$ cat src/rtl/rxs_pkg.sv
// Package: shared widths and types for the receive-only byte sequencer.
// Assumes a word holds four bytes; the packer relies on that.
package rxs_pkg;
    localparam int BYTE_W     = 8;
    localparam int WORD_BYTES = 4;
    localparam int WORD_W     = BYTE_W * WORD_BYTES;
    localparam int VB_W       = $clog2(WORD_BYTES + 1);

    typedef logic [BYTE_W-1:0] byte_t;
    typedef logic [WORD_W-1:0] word_t;
    typedef logic [VB_W-1:0]   vbytes_t;
endpackage

$ cat src/rtl/rxs_clkgen.sv
// Module: serial clock generator.
// Toggles sclk every HALF clock cycles while run is high and holds it low
// otherwise. It flags, combinationally, the cycle whose edge makes sclk rise
// or fall. Assumes HALF >= 1.
module rxs_clkgen #(
    parameter int HALF = 2
) (
    input  logic clk,
    input  logic rst_n,
    input  logic run,
    output logic sclk,
    output logic rise_tick,
    output logic fall_tick
);
    localparam int CW = (HALF > 1) ? $clog2(HALF) : 1;
    localparam logic [CW-1:0] LAST = CW'(HALF - 1);

    logic [CW-1:0] cnt;
    logic          wrap;

    assign wrap      = run && (cnt == LAST);
    assign rise_tick = wrap && !sclk;
    assign fall_tick = wrap && sclk;

    // Half-period counter and clock toggle.
    always_ff @(posedge clk) begin
        if (!rst_n || !run) begin
            cnt  <= '0;
            sclk <= 1'b0;
        end else if (wrap) begin
            cnt  <= '0;
            sclk <= ~sclk;
        end else begin
            cnt <= cnt + 1'b1;
        end
    end

    // the clock is parked low while the sequencer is stopped.
    assert_sclk_parked_R2: assert property (@(posedge clk) disable iff (!rst_n)
        !run |=> !sclk);
endmodule

$ cat src/rtl/rxs_shifter.sv
// Module: serial-to-byte shifter.
// Samples miso on each rising sclk tick, MSB first. It marks the tick that
// completes a byte and presents that byte in the same cycle. A start pulse
// realigns the bit counter.
module rxs_shifter
    import rxs_pkg::*;
(
    input  logic  clk,
    input  logic  rst_n,
    input  logic  start,
    input  logic  rise_tick,
    input  logic  miso,
    output logic  byte_strb,
    output byte_t byte_out
);
    localparam int BC_W = $clog2(BYTE_W);

    logic [BYTE_W-2:0] shreg;
    logic [BC_W-1:0]   bitcnt;

    assign byte_strb = rise_tick && (bitcnt == BC_W'(BYTE_W - 1));
    assign byte_out  = {shreg, miso};

    // Shift in one bit per rising tick and count bit position.
    always_ff @(posedge clk) begin
        if (!rst_n || start) begin
            shreg  <= '0;
            bitcnt <= '0;
        end else if (rise_tick) begin
            shreg  <= byte_out[BYTE_W-2:0];
            bitcnt <= bitcnt + 1'b1;
        end
    end
endmodule

$ cat src/rtl/rxs_packer.sv
// Module: byte-to-word packer.
// Appends each byte at the low end of an accumulator, so the earliest byte
// ends up in the highest filled lane. Pushes when four bytes are held or when
// the last byte of the request arrives. The valid-byte count is held until
// the next push.
module rxs_packer
    import rxs_pkg::*;
(
    input  logic    clk,
    input  logic    rst_n,
    input  logic    start,
    input  logic    byte_strb,
    input  byte_t   byte_in,
    input  logic    last_byte,
    output logic    push_valid,
    output word_t   push_data,
    output vbytes_t valid_bytes
);
    localparam int FILL_W = $clog2(WORD_BYTES);

    word_t             acc;
    word_t             acc_next;
    logic [FILL_W-1:0] fill;
    vbytes_t           fill_next;
    logic              flush;

    assign acc_next  = {acc[WORD_W-BYTE_W-1:0], byte_in};
    assign fill_next = VB_W'(fill) + 1'b1;
    assign flush     = byte_strb && (last_byte || (fill_next == VB_W'(WORD_BYTES)));

    // Accumulate bytes and emit a word on flush.
    always_ff @(posedge clk) begin
        if (!rst_n) begin
            acc         <= '0;
            fill        <= '0;
            push_valid  <= 1'b0;
            push_data   <= '0;
            valid_bytes <= '0;
        end else begin
            push_valid <= flush;
            if (start) begin
                acc  <= '0;
                fill <= '0;
            end else if (flush) begin
                push_data   <= acc_next;
                valid_bytes <= fill_next;
                acc         <= '0;
                fill        <= '0;
            end else if (byte_strb) begin
                acc  <= acc_next;
                fill <= fill_next[FILL_W-1:0];
            end
        end
    end

    // a pushed word always carries between one and four valid bytes.
    assert_vbytes_range_R6: assert property (@(posedge clk) disable iff (!rst_n)
        push_valid |-> (valid_bytes != '0) && (valid_bytes <= VB_W'(WORD_BYTES)));
endmodule

$ cat src/rtl/rx_byte_seq.sv
// Module: receive-only byte request sequencer (top).
// Accepts a byte count while idle and drives sclk for 8 bits per byte with
// mosi held at IDLE_BIT. It counts the remaining bytes down and packs bytes
// into 32-bit pushes, the last one possibly short. A request seen while busy
// is dropped and flagged. Assumes the consumer accepts every push.
module rx_byte_seq
    import rxs_pkg::*;
#(
    parameter int   CNT_W      = 16,
    parameter int   SCLK_HALF  = 2,
    parameter logic IDLE_BIT   = 1'b1
) (
    input  logic             clk,
    input  logic             rst_n,
    input  logic             req_wr,
    input  logic [CNT_W-1:0] req_count,
    input  logic             miso,
    output logic             sclk,
    output logic             mosi,
    output logic             busy,
    output logic [CNT_W-1:0] remaining,
    output logic             req_err,
    output logic             push_valid,
    output logic [31:0]      push_data,
    output logic [2:0]       valid_bytes,
    output logic             done
);
    logic    run;
    logic    start;
    logic    rise_tick;
    logic    fall_tick;
    logic    byte_strb;
    logic    last_byte;
    byte_t   rx_byte;
    word_t   word_q;
    vbytes_t vb_q;

    assign start     = req_wr && !run && (req_count != '0);
    assign last_byte = (remaining == CNT_W'(1));
    assign busy      = run;
    assign mosi      = IDLE_BIT;
    assign push_data = word_q;
    assign valid_bytes = 3'(vb_q);

    // Request acceptance, byte countdown, stop and completion strobe.
    always_ff @(posedge clk) begin
        if (!rst_n) begin
            run       <= 1'b0;
            remaining <= '0;
            req_err   <= 1'b0;
            done      <= 1'b0;
        end else begin
            done <= byte_strb && last_byte;
            if (req_wr && run) begin
                req_err <= 1'b1;
            end else if (start) begin
                run       <= 1'b1;
                remaining <= req_count;
                req_err   <= 1'b0;
            end
            if (run && byte_strb) begin
                remaining <= remaining - 1'b1;
            end
            if (run && fall_tick && (remaining == '0)) begin
                run <= 1'b0;
            end
        end
    end

    rxs_clkgen #(.HALF(SCLK_HALF)) u_clkgen (
        .clk       (clk),
        .rst_n     (rst_n),
        .run       (run),
        .sclk      (sclk),
        .rise_tick (rise_tick),
        .fall_tick (fall_tick)
    );

    rxs_shifter u_shifter (
        .clk       (clk),
        .rst_n     (rst_n),
        .start     (start),
        .rise_tick (rise_tick),
        .miso      (miso),
        .byte_strb (byte_strb),
        .byte_out  (rx_byte)
    );

    rxs_packer u_packer (
        .clk         (clk),
        .rst_n       (rst_n),
        .start       (start),
        .byte_strb   (byte_strb),
        .byte_in     (rx_byte),
        .last_byte   (last_byte),
        .push_valid  (push_valid),
        .push_data   (word_q),
        .valid_bytes (vb_q)
    );

    // an accepted request shows up as busy with the requested count.
    assert_start_load_R1: assert property (@(posedge clk) disable iff (!rst_n)
        (req_wr && !busy && (req_count != '0)) |=> busy && (remaining == $past(req_count)));
    // the remaining count never rises during a transfer.
    assert_count_down_R4: assert property (@(posedge clk) disable iff (!rst_n)
        busy |=> (remaining <= $past(remaining)));
    // a short word can only be the final word of a transfer.
    assert_short_is_last_R6: assert property (@(posedge clk) disable iff (!rst_n)
        (push_valid && (valid_bytes != 3'd4)) |-> done);
    // completion comes with a push and an exhausted count.
    assert_done_with_push_R7: assert property (@(posedge clk) disable iff (!rst_n)
        done |-> push_valid && (remaining == '0));
    // a request during a transfer raises the error flag.
    assert_busy_reject_R8: assert property (@(posedge clk) disable iff (!rst_n)
        (req_wr && busy) |=> req_err);
    // a zero-length request leaves the sequencer idle.
    assert_zero_idle_R9: assert property (@(posedge clk) disable iff (!rst_n)
        (req_wr && !busy && (req_count == '0)) |=> !busy);
endmodule

$ cat config.mk
export PLATFORM = sky130hd
export DESIGN_NAME = rx_byte_seq
export DESIGN_NICKNAME = d
export VERILOG_FILES = /design/src/rtl/rxs_pkg.sv /design/src/rtl/rxs_clkgen.sv /design/src/rtl/rxs_shifter.sv /design/src/rtl/rxs_packer.sv /design/src/rtl/rx_byte_seq.sv
export SDC_FILE = /design/constraint.sdc
export NUM_CORES = 1
export LEC_CHECK = 0
export BUFFER_PORTS_ARGS = -buffer_cell sky130_fd_sc_hd__buf_4
export CAP_MARGIN = 20
export CORE_ASPECT_RATIO = 0.7
export CORE_MARGIN = 3
export CORE_UTILIZATION = 50
export CTS_BUF_LIST = sky130_fd_sc_hd__clkbuf_16
export CTS_CLUSTER_SIZE = 24
export DETAILED_ROUTE_END_ITERATION = 8
export GPL_ROUTABILITY_DRIVEN = 0
export PLACE_DENSITY = 0.74
export SLEW_MARGIN = 20
export SYNTH_ARGS = -nofsm -noshare
export SYNTH_HDL_FRONTEND = slang
export SYNTH_SLANG_ARGS = --single-unit
$ cat constraint.sdc
create_clock -name clk -period 3 [get_ports clk]
set_input_delay 0.45 -clock clk [delete_from_list [all_inputs] [get_ports clk]]
set_output_delay 0.45 -clock clk [all_outputs]
set_load 0.005 [all_outputs]
==> run summary <==
starting DRC count in detailed routing = 266
Netlist Area Pre-Place = 0.00372 mm2
maximum vdd drop = 0.261 mV
DR DRC count = 0
Slew @ Worst Pin = 0.959 ns
Post-Synth XOR/XNOR Area = 1.18%
mux share of post-synthesis cell area = 2.96%
nets@finish = 514
Congestion Overflow GR = 0
CTS tree = done
final setup TNS = 0 ns
Synth Area in Adders = 1.68%
PortBufs = 75
Synth Area in Simple Gates = 22.8%
Root Driver = clkbuf_16
Hold Crit Class = in2reg
crit-path cells = nor4_2, nand4_1, and3_1, a22oi_1, nor2_1
GRT Overall Usage = 22.5%
Main synth FF type = dfxtp_1
crit path kind = reg2reg
Final min period = 2.50 ns
cts hold-fix bufs = 0
Buf/Inv on CP = 0
Synth Register Bits = 93
wirelength, routed = 9140 um
DR vias/cell = 5.77
Worst EP arrival = 2.71 ns
max incr delay on CP = 0.62 ns
pwr dens = 558 mW/mm2
Worst-Skew Late Latency = 0.33 ns
routed len/inst = 15.6 um
Critical Path Start Type = flop
clock-pin slew on the worst setup and hold paths = 0.06 ns
post-route ant nets = 0
Worst Clk Skew = 0.00611 ns
Area Overhead vs Synth = 24.2%
fraction of registers with async set/reset = 0%
hpwl dp = 6230 um
Max Freq = 399 MHz
largest net degree at the start of global routing = 69
warnings from Yosys = 0
Diodes inserted = 0
largest family of logic cells by synthesized area = simple AND/OR/NAND/NOR gates
full die area = 0.00853 mm2
Final Slew Violations = 0
Core ar. = 0.00698 mm2
TritonCTS Buffers = 9
status = completed
post-synthesis net count = 453
Synth cell types = 40
hold slack = 0.378 ns
fin crit share = 83.4%
vias in the first global route = 3,059
Worst Path Required = 3.21 ns
max_cap viols = 0
Max transition margin = 36.1%
initial antenna violation count = 0
global-route wire length before repair = 15,300 um
Initial Util = 53.3%
endpoints failing setup = 0
die height = 78.2 um
clock sinks = 93
Chip Width = 109 um
CP endpoint kind = flop
area fraction in compound gates after synthesis = 16.6%
Hold Vio Cnt, Final = 0
Avg Cell Area, Syn = 8.69 um2
post-CTS setup buffers = 0
DR vias = 3,386
cell family with most CP delay = simple AND/OR/NAND/NOR gates
post-synthesis instance total = 428
Top Ports = 77
Layout Utilization = 66.2%
H-tree levels = 3
sequential area share after synthesis = 50.1%
total iterations of the first detailed-routing run = 5
maximum fanout along the worst path = 26
# rows = 25
FILL cells = 590
Leak = 1.84 nW
Crit-path slowest cell = and3_1
layout cells sized above 1 = 20.9%
CTS resizes = 0
RSZ-0062 raised after global routing = no
clock buffer depth = 2
Post-synth EDFFs = 0
-- flip-flops by register name, indices dropped and copies added (netlist names), 2 cells and up --
signal / count
remaining: 16
u_packer.acc: 24
u_packer.fill: 2
u_packer.push_data: 32
u_packer.valid_bytes: 3
u_shifter.bitcnt: 3
u_shifter.shreg: 7
-- where the power goes --
| part | total, mW | leakage [nW] | switching, mW | internal [mW] |
|---|---|---|---|---|
| Sequential | 1.28 | 0.752 | 0.0314 | 1.25 |
| Combinational | 0.192 | 0.943 | 0.109 | 0.0822 |
| Clock | 1.10 | 0.145 | 0.461 | 0.641 |
-- area by class of cell --
cell class,count,area (um2),area share [%]
sequential,93,1860,40.3
multi-input combinational,297,1700,36.8
timing repair buffer,83,636,13.8
clock buffer,9,225,4.88
tap,94,118,2.55
clock inverter,6,62.6,1.35
inverter,5,18.8,0.406
-- per-layer routing --
layer	up-vias	global-route usage (%)	part of all wire, %
li1	1663	-	-
met1	1577	33.6	48
met2	139	31.7	43
met3	7	6.74	8.5
met4	0	4.92	0.78
met5	-	0	0
-- Yosys cell counts (all sizes together), types with 4 or more instances --
| cell | n | area share (%) |
|---|---|---|
| mux2i | 11 | 3.0 |
| nor4 | 4 | 0.84 |
| nand3 | 47 | 6.3 |
| nand4 | 7 | 1.2 |
| nand2 | 44 | 4.5 |
| ha | 5 | 1.7 |
| o21ai | 39 | 5.2 |
| buf | 10 | 1.8 |
| and3 | 4 | 0.67 |
| clkbuf | 23 | 2.3 |
| inv | 5 | 0.50 |
| a21oi | 15 | 2.0 |
| or4 | 6 | 1.2 |
| nor2 | 46 | 4.6 |
| a22oi | 26 | 5.2 |
| dfxtp | 93 | 50 |
| nor3 | 10 | 1.3 |
-- stage by stage --
stage / setup WS [ns] / total power [mW] / area [um2] / std cells
global placement: 0.434 / 1.50 / 4330 / 572
global route: 0.279 / 2.66 / 4620 / 587
CTS: 0.554 / 2.59 / 4620 / 587
detailed placement: 0.335 / 1.50 / 4330 / 572
floorplan: 0.840 / 1.42 / 3720 / 428
finish: 0.497 / 2.58 / 4620 / 587
-- worst paths after layout --
kind / cells after the start / startpoint / end / slack (ns)
min: 3 / req_count[13] / remaining[13]$_SDFFE_PN0P_ / 0.38
max: 5 / remaining[4]$_SDFFE_PN0P_ / u_packer.acc[23]$_SDFFE_PP0P_ / 0.50
min reg2reg: 2 / u_packer.push_data[22]$_SDFFE_PN0P_ / u_packer.push_data[22]$_SDFFE_PN0P_ / 0.45
max reg2reg: 5 / remaining[4]$_SDFFE_PN0P_ / u_packer.acc[23]$_SDFFE_PP0P_ / 0.50
-- worst register-to-register path, stage by stage, from the launching register on --
cell     delay (ns)
dfxtp_1        0.38
nor4_2         0.59
nand4_1        0.39
and3_1         0.62
a22oi_1        0.34
nor2_1         0.07
-- layout by cell type (no fill, tap or decap), types with 11 or more instances in the layout --
| cell type | netlist | final |
|---|---|---|
| mux2i_1 | 11 | 11 |
| nand2_1 | 43 | 43 |
| a22oi_1 | 26 | 26 |
| buf_4 | 4 | 82 |
| o21ai_1 | 17 | 17 |
| dfxtp_1 | 93 | 93 |
| a21oi_1 | 15 | 14 |
| nand3_1 | 47 | 47 |
| o21ai_0 | 22 | 22 |
| nor2_1 | 46 | 46 |
-- cell families (layout without fill, tap and decap cells) --
kind of cell / after synthesis / after routing
adders and majority gates: 5 / 5
buffers and inverters: 38 / 103
muxes: 11 / 11
other: 1 / 1
and+or+nand+nor: 178 / 178
AOI/OAI and AO/OA: 97 / 97
xor gates and xnor gates: 5 / 5
DFF: 93 / 93
Note: power is estimated with default switching activity, not from simulation.
